### config.mk
export PLATFORM = sky130hd
export DESIGN_NAME = optbit_loader
export DESIGN_NICKNAME = d
export VERILOG_FILES = /design/src/rtl/optbit_loader.sv
export SDC_FILE = /design/constraint.sdc
export NUM_CORES = 1
export LEC_CHECK = 0
export CELL_PAD_IN_SITES_DETAIL_PLACEMENT = 1
export CELL_PAD_IN_SITES_GLOBAL_PLACEMENT = 2
export CORE_MARGIN = 4
export CORE_UTILIZATION = 32
export DETAILED_ROUTE_END_ITERATION = 12
export PLACE_DENSITY_LB_ADDON = 0.1
export SYNTH_ARGS = -nofsm -noshare
export SYNTH_HDL_FRONTEND = slang
export SYNTH_SLANG_ARGS = --single-unit
### constraint.sdc
create_clock -name clk -period 3.1 [get_ports clk]
set_clock_uncertainty 0.2 [all_clocks]
set_input_delay 0.465 -clock clk [delete_from_list [all_inputs] [get_ports clk]]
set_output_delay 0.465 -clock clk [all_outputs]
set_load 0.1 [all_outputs]
### src/rtl/optbit_loader.sv
module optbit_loader #(
  parameter int NBITS    = 192,
  parameter int HALF_CYC = 100,
  parameter int GAP_MS   = 2
) (
  input  logic             clk,
  input  logic             rst_n,
  input  logic             start,
  input  logic             ms_tick,
  input  logic [NBITS-1:0] opts,
  output logic             busy,
  output logic             done,
  output logic             dec_rst,
  output logic             sclk,
  output logic             sdata,
  output logic             dec_on
);
  localparam int TW = $clog2(GAP_MS + 2);
  localparam int HW = $clog2(HALF_CYC + 1);
  localparam int BW = $clog2(NBITS);
  localparam logic [TW-1:0] TLAST = TW'(GAP_MS);
  localparam logic [HW-1:0] HLAST = HW'(HALF_CYC - 1);
  localparam logic [BW-1:0] BLAST = BW'(NBITS - 1);

  typedef enum logic [2:0] {IDLE, HOLD, GAP_A, SHIFT, GAP_B} ph_t;

  ph_t             ph;
  logic [TW-1:0]   tcnt;
  logic [HW-1:0]   hcnt;
  logic [BW-1:0]   bidx;
  logic [NBITS-1:0] sh;
  logic            sclk_q, on_q, done_q;

  wire tick_end = ms_tick && (tcnt == TLAST);

  always_ff @(posedge clk) begin
    if (!rst_n) begin
      ph     <= IDLE;
      tcnt   <= '0;
      hcnt   <= '0;
      bidx   <= '0;
      sh     <= '0;
      sclk_q <= 1'b0;
      on_q   <= 1'b0;
      done_q <= 1'b0;
    end else begin
      done_q <= 1'b0;
      case (ph)
        IDLE: if (start) begin
          ph   <= HOLD;
          tcnt <= '0;
          sh   <= opts;
          on_q <= 1'b1;
        end
        HOLD, GAP_A: if (ms_tick) begin
          if (tick_end) begin
            tcnt <= '0;
            ph   <= (ph == HOLD) ? GAP_A : SHIFT;
            hcnt <= '0;
            bidx <= '0;
            sclk_q <= 1'b0;
          end else tcnt <= tcnt + 1'b1;
        end
        SHIFT: begin
          if (hcnt == HLAST) begin
            hcnt <= '0;
            if (!sclk_q) sclk_q <= 1'b1;
            else begin
              sclk_q <= 1'b0;
              sh     <= sh >> 1;
              if (bidx == BLAST) begin
                ph   <= GAP_B;
                tcnt <= '0;
              end else bidx <= bidx + 1'b1;
            end
          end else hcnt <= hcnt + 1'b1;
        end
        GAP_B: if (ms_tick) begin
          if (tick_end) begin
            ph     <= IDLE;
            on_q   <= 1'b0;
            done_q <= 1'b1;
          end else tcnt <= tcnt + 1'b1;
        end
        default: ph <= IDLE;
      endcase
    end
  end

  assign busy    = (ph != IDLE);
  assign done    = done_q;
  assign dec_rst = (ph == HOLD);
  assign sclk    = sclk_q;
  assign sdata   = sh[0];
  assign dec_on  = on_q;
endmodule


---- Word level (Yosys, flattened, before mapping) ----
Cells that the tools add are included.
operators by class
  add/subtract/negate cells ............... 3
  equal/unequal tests ..................... 17
  muxes and demuxes ....................... 41
  reduce and logical (&&, ||, !) cells .... 16
operator list
  kind                                                             count
  192-bit 2-to-1 mux                                               3
  192-bit case mux with 2 select lines                             1
  8-bit 2-to-1 mux                                                 5
  3-bit 2-to-1 mux                                                 8
  7-bit 2-to-1 mux                                                 3
  2-bit != test, second input constant                             10
  2-bit 2-to-1 mux                                                 8
  8-bit case mux with 2 select lines                               1
  8-bit AND reduction                                              2
  7-bit case mux with 2 select lines                               1
  3-bit case mux with 4 select lines                               1
  4-bit AND reduction                                              3
  8-bit by 1-bit adder with 8-bit output, second input constant    1
  8-bit == test, second input constant                             1
  2-bit case mux with 4 select lines                               1
  7-bit by 1-bit adder with 7-bit output, second input constant    1
  7-bit == test, second input constant                             1
  1-bit 2-to-1 mux                                                 7
  3-bit by 2-bit == test with 1-bit output, second input constant  2
  3-bit AND reduction                                              2
  6-bit AND reduction                                              1
  2-bit nonzero test                                               3
  1-bit case mux with 2 select lines                               2
  4-bit nonzero test                                               1
  other kinds (8)                                                  8
word-level totals
  register bits after elaboration ......... 215
  output and inout port bits .............. 6
  word-level logic and storage cells ...... 85

---- Depth between registers and ports, before layout ----
Gate-level depths: netlist of the first run.
  depth in word-level cells ............... 5
  mapped depth ............................ 8
  mapped depth without buffers ............ 6

---- Worst setup path before layout of the first run ----
OpenSTA, ideal clock, no wires.
  path kind ............................... flip-flop to output port
  start ................................... register ph[0]
  end ..................................... output dec_rst
  arrival ................................. 2.712 ns
  path slack .............................. -0.277 ns
  cell stages (with the launch flop) ...... 4
  cells stage by stage .................... dfxtp_1 -> buf_2 -> inv_1 -> nor3_1
on the way
  longest elaborated chain between the ends .. 1
ends and longest elaborated chain
  what                                      line  source
  from (decl)                               27    ph_t ph;
  from (signal assigned)                    58    ph <= (ph == HOLD) ? GAP_A : SHIFT;
  3-bit by 1-bit == test with 1-bit output  92    assign dec_rst = (ph == HOLD);
  to (decl)                                 13    output logic dec_rst,
Every way passes these cells.

---- Final worst setup path of the first run ----
  start ................................... register ph[1]
  end ..................................... output busy
on the way
  longest elaborated chain between the ends .. 1
ends and longest elaborated chain
  what                line  source
  3-bit nonzero test  90    assign busy = (ph != IDLE);
  to (decl)           11    output logic busy,
Every way passes these cells.

==> results of run 1 <==
==> power groups by stage <==
stage	logic, mW	clock network [mW]	registers (mW)
finish	0.875	3.03	3.07
floorplan	0.478	0	3.11
global placement	0.870	0	3.13
detailed placement	0.884	0	3.13
global route	0.965	3.25	3.10
CTS	0.887	3.13	3.07
==> through the flow <==
step / util, % / setup slack, ns / hold WS [ns] / instance area [um2]
after floorplan: - / 0.571 / 0.238 / 9990
after global placement: 39.7 / 0.393 / 0.247 / 12200
after detailed placement: 39.7 / 0.323 / 0.261 / 12200
after CTS: 42.5 / 0.467 / 0.268 / 13000
after global routing: 42.5 / 0.216 / 0.287 / 13000
final: 42.5 / 0.495 / 0.266 / 13000
==> per-layer routing <==
layer / track usage [%] / share of wire, % / wire [um]
met3: 3.18 / 5.2 / 1710
met1: 26.2 / 48 / 15600
met5: 0 / 0.11 / 37
met4: 4.55 / 2.3 / 759
met2: 28.5 / 45 / 14600
==> placed cells by master, fill, tap and decap left out, types with 7 or more instances in the layout <==
cell type,Yosys,layout
buf_12,0,11
a21oi_1,201,201
a311oi_1,191,191
nand3_1,10,10
nor2_1,13,13
clkbuf_16,0,27
buf_4,0,16
clkdlybuf4s50_1,0,195
dfxtp_1,215,215
o21ai_0,7,7
nand2_1,401,400
clkbuf_8,2,8
==> sequential cells by signal (all words and copies together) (netlist names) <==
| register | flops |
|---|---|
| bidx | 8 |
| dec_on | 1 |
| done | 1 |
| hcnt | 7 |
| ph | 3 |
| sclk | 1 |
| sh | 192 |
| tcnt | 2 |
==> worst reg2reg max path, cell delays in order (launching register included) <==
cell and delay, ns:
dfxtp_1 0.75, and3b_4 0.36, buf_4 0.70, nand2_1 0.19
a311oi_1 0.30
==> worst max-delay path by stage <==
| stage | start | to | slack [ns] | depth (start not counted) |
|---|---|---|---|---|
| detailed placement | start | sh[2] | 0.32 | 6 |
| global route | ph[1] | bidx[1] | 0.22 | 4 |
| CTS | ph[1] | sh[88] | 0.47 | 4 |
| global placement | start | sh[17] | 0.39 | 6 |
| finish | ph[1] | busy | 0.49 | 3 |
| floorplan | ph[2] | dec_rst | 0.57 | 3 |
==> cells by family (layout without fill, tap and decap cells) <==
kind of cell	after synthesis	count (layout)	share of synthesized area, %
other	0	1	0
AOI/OAI and AO/OA	430	430	29.8
adders and majority gates	3	3	0.376
xor gates and xnor gates	5	5	0.438
DFF	215	215	43.1
buffers and inverters	144	273	6.64
muxes	5	5	0.514
and+or+nand+nor	461	461	19.2
==> layout make-up <==
class	instances	area, um2	area share (%)
clock buffers	39	801	6.15
diodes	1	2.50	0.0192
clock inverters	5	52.6	0.403
multi-input cells	904	5050	38.7
repair buffers	222	2290	17.6
well taps	396	495	3.80
inverters	7	31.3	0.240
flip-flops and latches	215	4300	33.0
==> cells in the mapped netlist, drive strengths merged (2+ instances only) <==
library cell  number
clkbuf            59
o211ai             3
nor2b              3
nand3             10
nand3b             2
o221a              2
ha                 3
a31oi              5
nand2            401
o31ai              6
mux2i              4
a2111oi            2
buf               78
nand4b             2
and3b              2
a311oi           192
a31o               3
nand4              2
o21ai              7
and2               3
nor3               4
xnor2              5
a21oi            201
or3                2
nor2              13
nor4b              3
nor4               7
dfxtp            215
inv                6
==> flow_summary.yaml, run 1 <==
outcome:
  status: "complete, no violations"
timing:
  slew_headroom_pct: 40.5
  worst_slew_pin_slew_ns: 0.892
  final_hold_viol_count: 0
  setup_viol: 0
  fin_crit_sh_pct: 84.0
  rsz0062_at_grt: "false"
  tns_ns: 0
  period_minus_slack_ns: 2.61
  clock.fmax_mhz: 384
  slew_viol_final: 0
worst_setup_path:
  crit_type: "flop to primary output"
  slowest_stage: "dfxtp_1"
  critPathRequiredTime_ns: 2.43
  crit_path_end_kind: "primary output"
  r2r-start: "ph[1]"
  critPathLaunchType: "flop"
  slowest_delay_ns: 0.75
  rr_endpoint: "sh[92]"
  cp_top_family: "flip-flops"
  cp_max_fo: 17
  r2r_slack_ns: 0.50
  cp.buffers_inverters: 1
  rr_worst_depth: 4
  worstPathArrival_ns: 1.94
  crit_chain: "nor2_1 > nand2_1 > buf_4"
synthesis:
  syn_nets: 1462
  synthFlopType: "dfxtp_1"
  synthCells: 1263
  synth_area_um2: 9990
  synth_edf_count: 0
  synth-async-reset-ratio_pct: 0
  synthTopCellsByArea: "dfxtp_1, a311oi_1, nand2_1, a21oi_1, buf_2"
  ys_seq_area_share_pct: 43.1
  yosysWarnings: 0
  synth_cell_types: 54
  avgSynthCellArea_um2: 7.91
  synth_top_area_share_pct: 43.1
  synth_area_leader_cell: "dfxtp_1"
  synth-seq-cells: 215
power:
  internal_power_mw: 5.27
  sequentialPowerShare_pct: 44.0
  ir_drop_uv: 350
  swShare_pct: 24.6
  p_comb_share_pct: 12.5
  leakagePower_nw: 4.68
  power_density_nw_per_um2: 536
  total_power_mw: 6.98
  switchingPower_mw: 1.71
  clock_power_share_pct: 43.4
layout:
  instances_no_fill: 1789
  drive_above_1_share_pct: 6.11
  syn2layout_area_growth_pct: 30.4
  fillerInstances: 3615
  final_nets: 1575
clocking:
  clk_latency_ns: 0.52
  cts_tree: "built"
  path_clk_slew_ns: 0.06
  htree_levels: 1
  cts_resized: 0
  cts-buffers-inserted: 26
  clock_sinks: 215
  cts_root_buf: "clkbuf_16"
  clockBufferDepth: 3
  postCtsSetupRepairBufs: 0
  ctsHoldBuffers: 0
routing:
  dr.first_iter.drc_count: 685
  drc: 0
  firstDrtPassIters: 4
  wire_per_inst_um: 18.3
  vias: 9883
  final_antenna_net_count: 0
  drt-total-wl_mm: 32.7
  avgViaCountPerCell: 5.52
min_path:
  hold_depth: 2
  hold_path_startpoint: "tcnt[0]"
  hold_end: "tcnt[0]"
  hp-class: "flop to flop"
floorplan:
  fp.dieH_um: 185
  die_x_um: 185
  rows: 64
  start_util_pct: 32.6
  core_area_um2: 30700
  io_pins: 202
  dieArea_um2: 34100
global_routing:
  grt_pass1_vias: 9850
  antenna_found_initial: 4
  track_usage_pct: 18.2
  grt_max_degree: 115
  overflow: 0
  grt_pass1_wl_mm: 52.5
run:
  drv_cap: 0
placement:
  dp.cells: 1744
  port_buffers: 201
  dp_hpwl_mm: 19.7
  place.gp.congestion: 0.747
Power figures use the tool's default switching activity.
==> run 2: changes to the inputs <==
--- a/config.mk
+++ b/config.mk
@@ -8,7 +8,7 @@
 export CELL_PAD_IN_SITES_DETAIL_PLACEMENT = 1
 export CELL_PAD_IN_SITES_GLOBAL_PLACEMENT = 2
 export CORE_MARGIN = 4
-export CORE_UTILIZATION = 32
+export CORE_UTILIZATION = 27
 export DETAILED_ROUTE_END_ITERATION = 12
 export PLACE_DENSITY_LB_ADDON = 0.1
 export SYNTH_ARGS = -nofsm -noshare
==> constraint.sdc (replaced) <==
create_clock -name clk -period 2.1 [get_ports clk]
set_clock_uncertainty 0.2 [all_clocks]
set_input_delay 0.315 -clock clk [delete_from_list [all_inputs] [get_ports clk]]
set_output_delay 0.315 -clock clk [all_outputs]
set_load 0.1 [all_outputs]
==> run 2 against run 1 <==
Sequential share of layout area fell by 3.2 points; critical path depth increased by 1; register-to-register slack lost 0.44 ns; combinational power is 77% higher; clock-buffer cell count is 8 higher; power up 52%; via count grew 3.7%; utilization fell by 2.8 points; critical path type unchanged; largest cell class unchanged; largest power group unchanged; highest routed layer is now met4.
==> flow_summary.yaml, run 2 (synthesis results as in run 1) <==
clocking:
  cts-buffers-inserted: 26
  clockBufferDepth: 3
  cts_tree: "built"
  clock_sinks: 215
  clk_latency_ns: 0.52
  path_clk_slew_ns: 0.06
  htree_levels: 1
  cts_root_buf: "clkbuf_16"
  ctsHoldBuffers: 0
power:
  leakagePower_nw: 5.27
  ir_drop_uv: 563
  total_power_mw: 10.6
  power_density_nw_per_um2: 733
layout:
  drive_above_1_share_pct: 16.0
  regArea_um2: 4320
  largest_register_ffs: 192
  final_common_cell: "nand2_1"
  fillerInstances: 4240
  syn2layout_area_growth_pct: 44.9
  diodes: 0
  regMostFlops: "sh"
  final_core_util_pct: 39.6
  multi_input_area_um2: 5450
  final_nets: 1659
  final_cell_mix: "nand2_1, dfxtp_1, a21oi_1"
  reg.largest.list: "sh x192, bidx x8, hcnt x7"
outcome:
  status: "complete, no violations"
routing:
  firstDrtPassIters: 4
  avgViaCountPerCell: 5.26
  wire_per_inst_um: 18.4
  vias: 10300
  final_antenna_net_count: 0
  drc: 0
  dr.first_iter.drc_count: 452
  drt-total-wl_mm: 35.7
floorplan:
  io_pins: 202
  rows: 70
  dieArea_um2: 40100
  core_area_um2: 36500
  fp.dieH_um: 200
  die_x_um: 200
  start_util_pct: 27.3
worst_setup_path:
  critPathLaunchType: "flop"
  rr_endpoint: "sh[97]"
  crit_chain: "buf_6 > buf_12 > nor3_4 > buf_12"
  cp.buffers_inverters: 3
  crit_path_end_kind: "primary output"
  slowest_delay_ns: 0.37
  critPathRequiredTime_ns: 1.58
  r2r-start: "hcnt[0]"
  rr_worst_depth: 6
  cp_top_family: "buffers and inverters"
  r2r_slack_ns: 0.06
  crit_top_cell: "buf_12"
  cp_max_fo: 4
  worstPathArrival_ns: 1.54
  slowest_stage: "dfxtp_4"
  crit_type: "flop to primary output"
placement:
  port_buffers: 201
  dp_hpwl_mm: 23.7
  place.gp.congestion: 0.740
timing:
  tns_ns: 0
  whs_ns: 0.166
  rsz0062_at_grt: "true"
  final_hold_viol_count: 0
  fin_crit_sh_pct: 97.9
  period_minus_slack_ns: 2.06
  clock.fmax_mhz: 486
  slew_headroom_pct: 67.3
  setup_viol: 0
  slew_viol_final: 0
  worst_slew_pin_slew_ns: 0.490
global_routing:
  overflow: 0
  grt_pass1_wl_mm: 57.7
  track_usage_pct: 16.8
  grt_pass1_vias: 10600
  grt_max_degree: 90
  antenna_found_initial: 0
min_path:
  hold_depth: 3
  hp-class: "input pin to flop"
  hold_path_startpoint: "opts[115]"
  hold_end: "sh[115]"
run:
  drv_cap: 0
[run 2: metrics by stage]
step                      cell area (um2)  instances  setup WS, ns
after floorplan                      9990       1263        -0.279
after global placement              13100       1888        -0.332
after detailed placement            13100       1888        -0.375
after CTS                           14000       1938      -0.00843
after global routing                14500       1948       -0.0393
final                               14500       1948        0.0440
[run 2: repair_timing]
item,in CTS,in global routing
pin swaps,3,19
setup buffers,2,10
endpoints found under the setup margin,13,102
gates resized for setup,6,81
[run 2: how the worst max path moves through the flow]
stage | endpoint | slack, ns | cells after the start | from
after floorplan | dec_rst | -0.28 | 3 | ph[2]
after global placement | sh[56] | -0.33 | 8 | start
after detailed placement | sh[55] | -0.38 | 8 | start
after CTS | bidx[0] | -0.008 | 7 | tcnt[0]
after global routing | sh[97] | -0.04 | 6 | hcnt[0]
final | dec_rst | 0.04 | 4 | ph[2]
[run 2: area by class of cell]
| class | count | share of cell area, % |
|---|---|---|
| multi-input combinational | 904 | 37.6 |
| sequential | 215 | 29.8 |
| timing repair buffer | 306 | 22.2 |
| clock buffer | 47 | 5.95 |
| tap | 468 | 4.05 |
| inverter | 7 | 0.242 |
| clock inverter | 1 | 0.0605 |
[run 2: worst reg2reg max path, cell delays in order, from the launching register on]
cell and delay (ns):
dfxtp_1 0.31, ha_1 0.21, and2_2 0.24, a31o_4 0.27, and2_4 0.24, buf_4 0.21, a311oi_1 0.26
[run 2: routing by layer]
metal	track usage, %	part of all wire [%]	vias to the layer above	wire, um
met3	2.88	4.2	32	1500
met5	0	0	-	0
met4	2.97	1.3	0	480
met2	26.7	45	169	16000
met1	24.4	50	5041	17700
li1	-	-	5010	-
[run 2: power breakdown]
part | switching, mW | internal [mW]
clock | 1.78 | 2.74
combinational | 0.727 | 0.826
sequential | 0.156 | 4.38
==> run 3: changes to the inputs <==
--- a/config.mk
+++ b/config.mk
@@ -5,6 +5,7 @@
 export SDC_FILE = /design/constraint.sdc
 export NUM_CORES = 1
 export LEC_CHECK = 0
+export CAP_MARGIN = 0
 export CELL_PAD_IN_SITES_DETAIL_PLACEMENT = 1
 export CELL_PAD_IN_SITES_GLOBAL_PLACEMENT = 2
 export CORE_MARGIN = 4
==> results of run 3 <==
No change in the layout: final DEF, timing and power equal those of run 2.
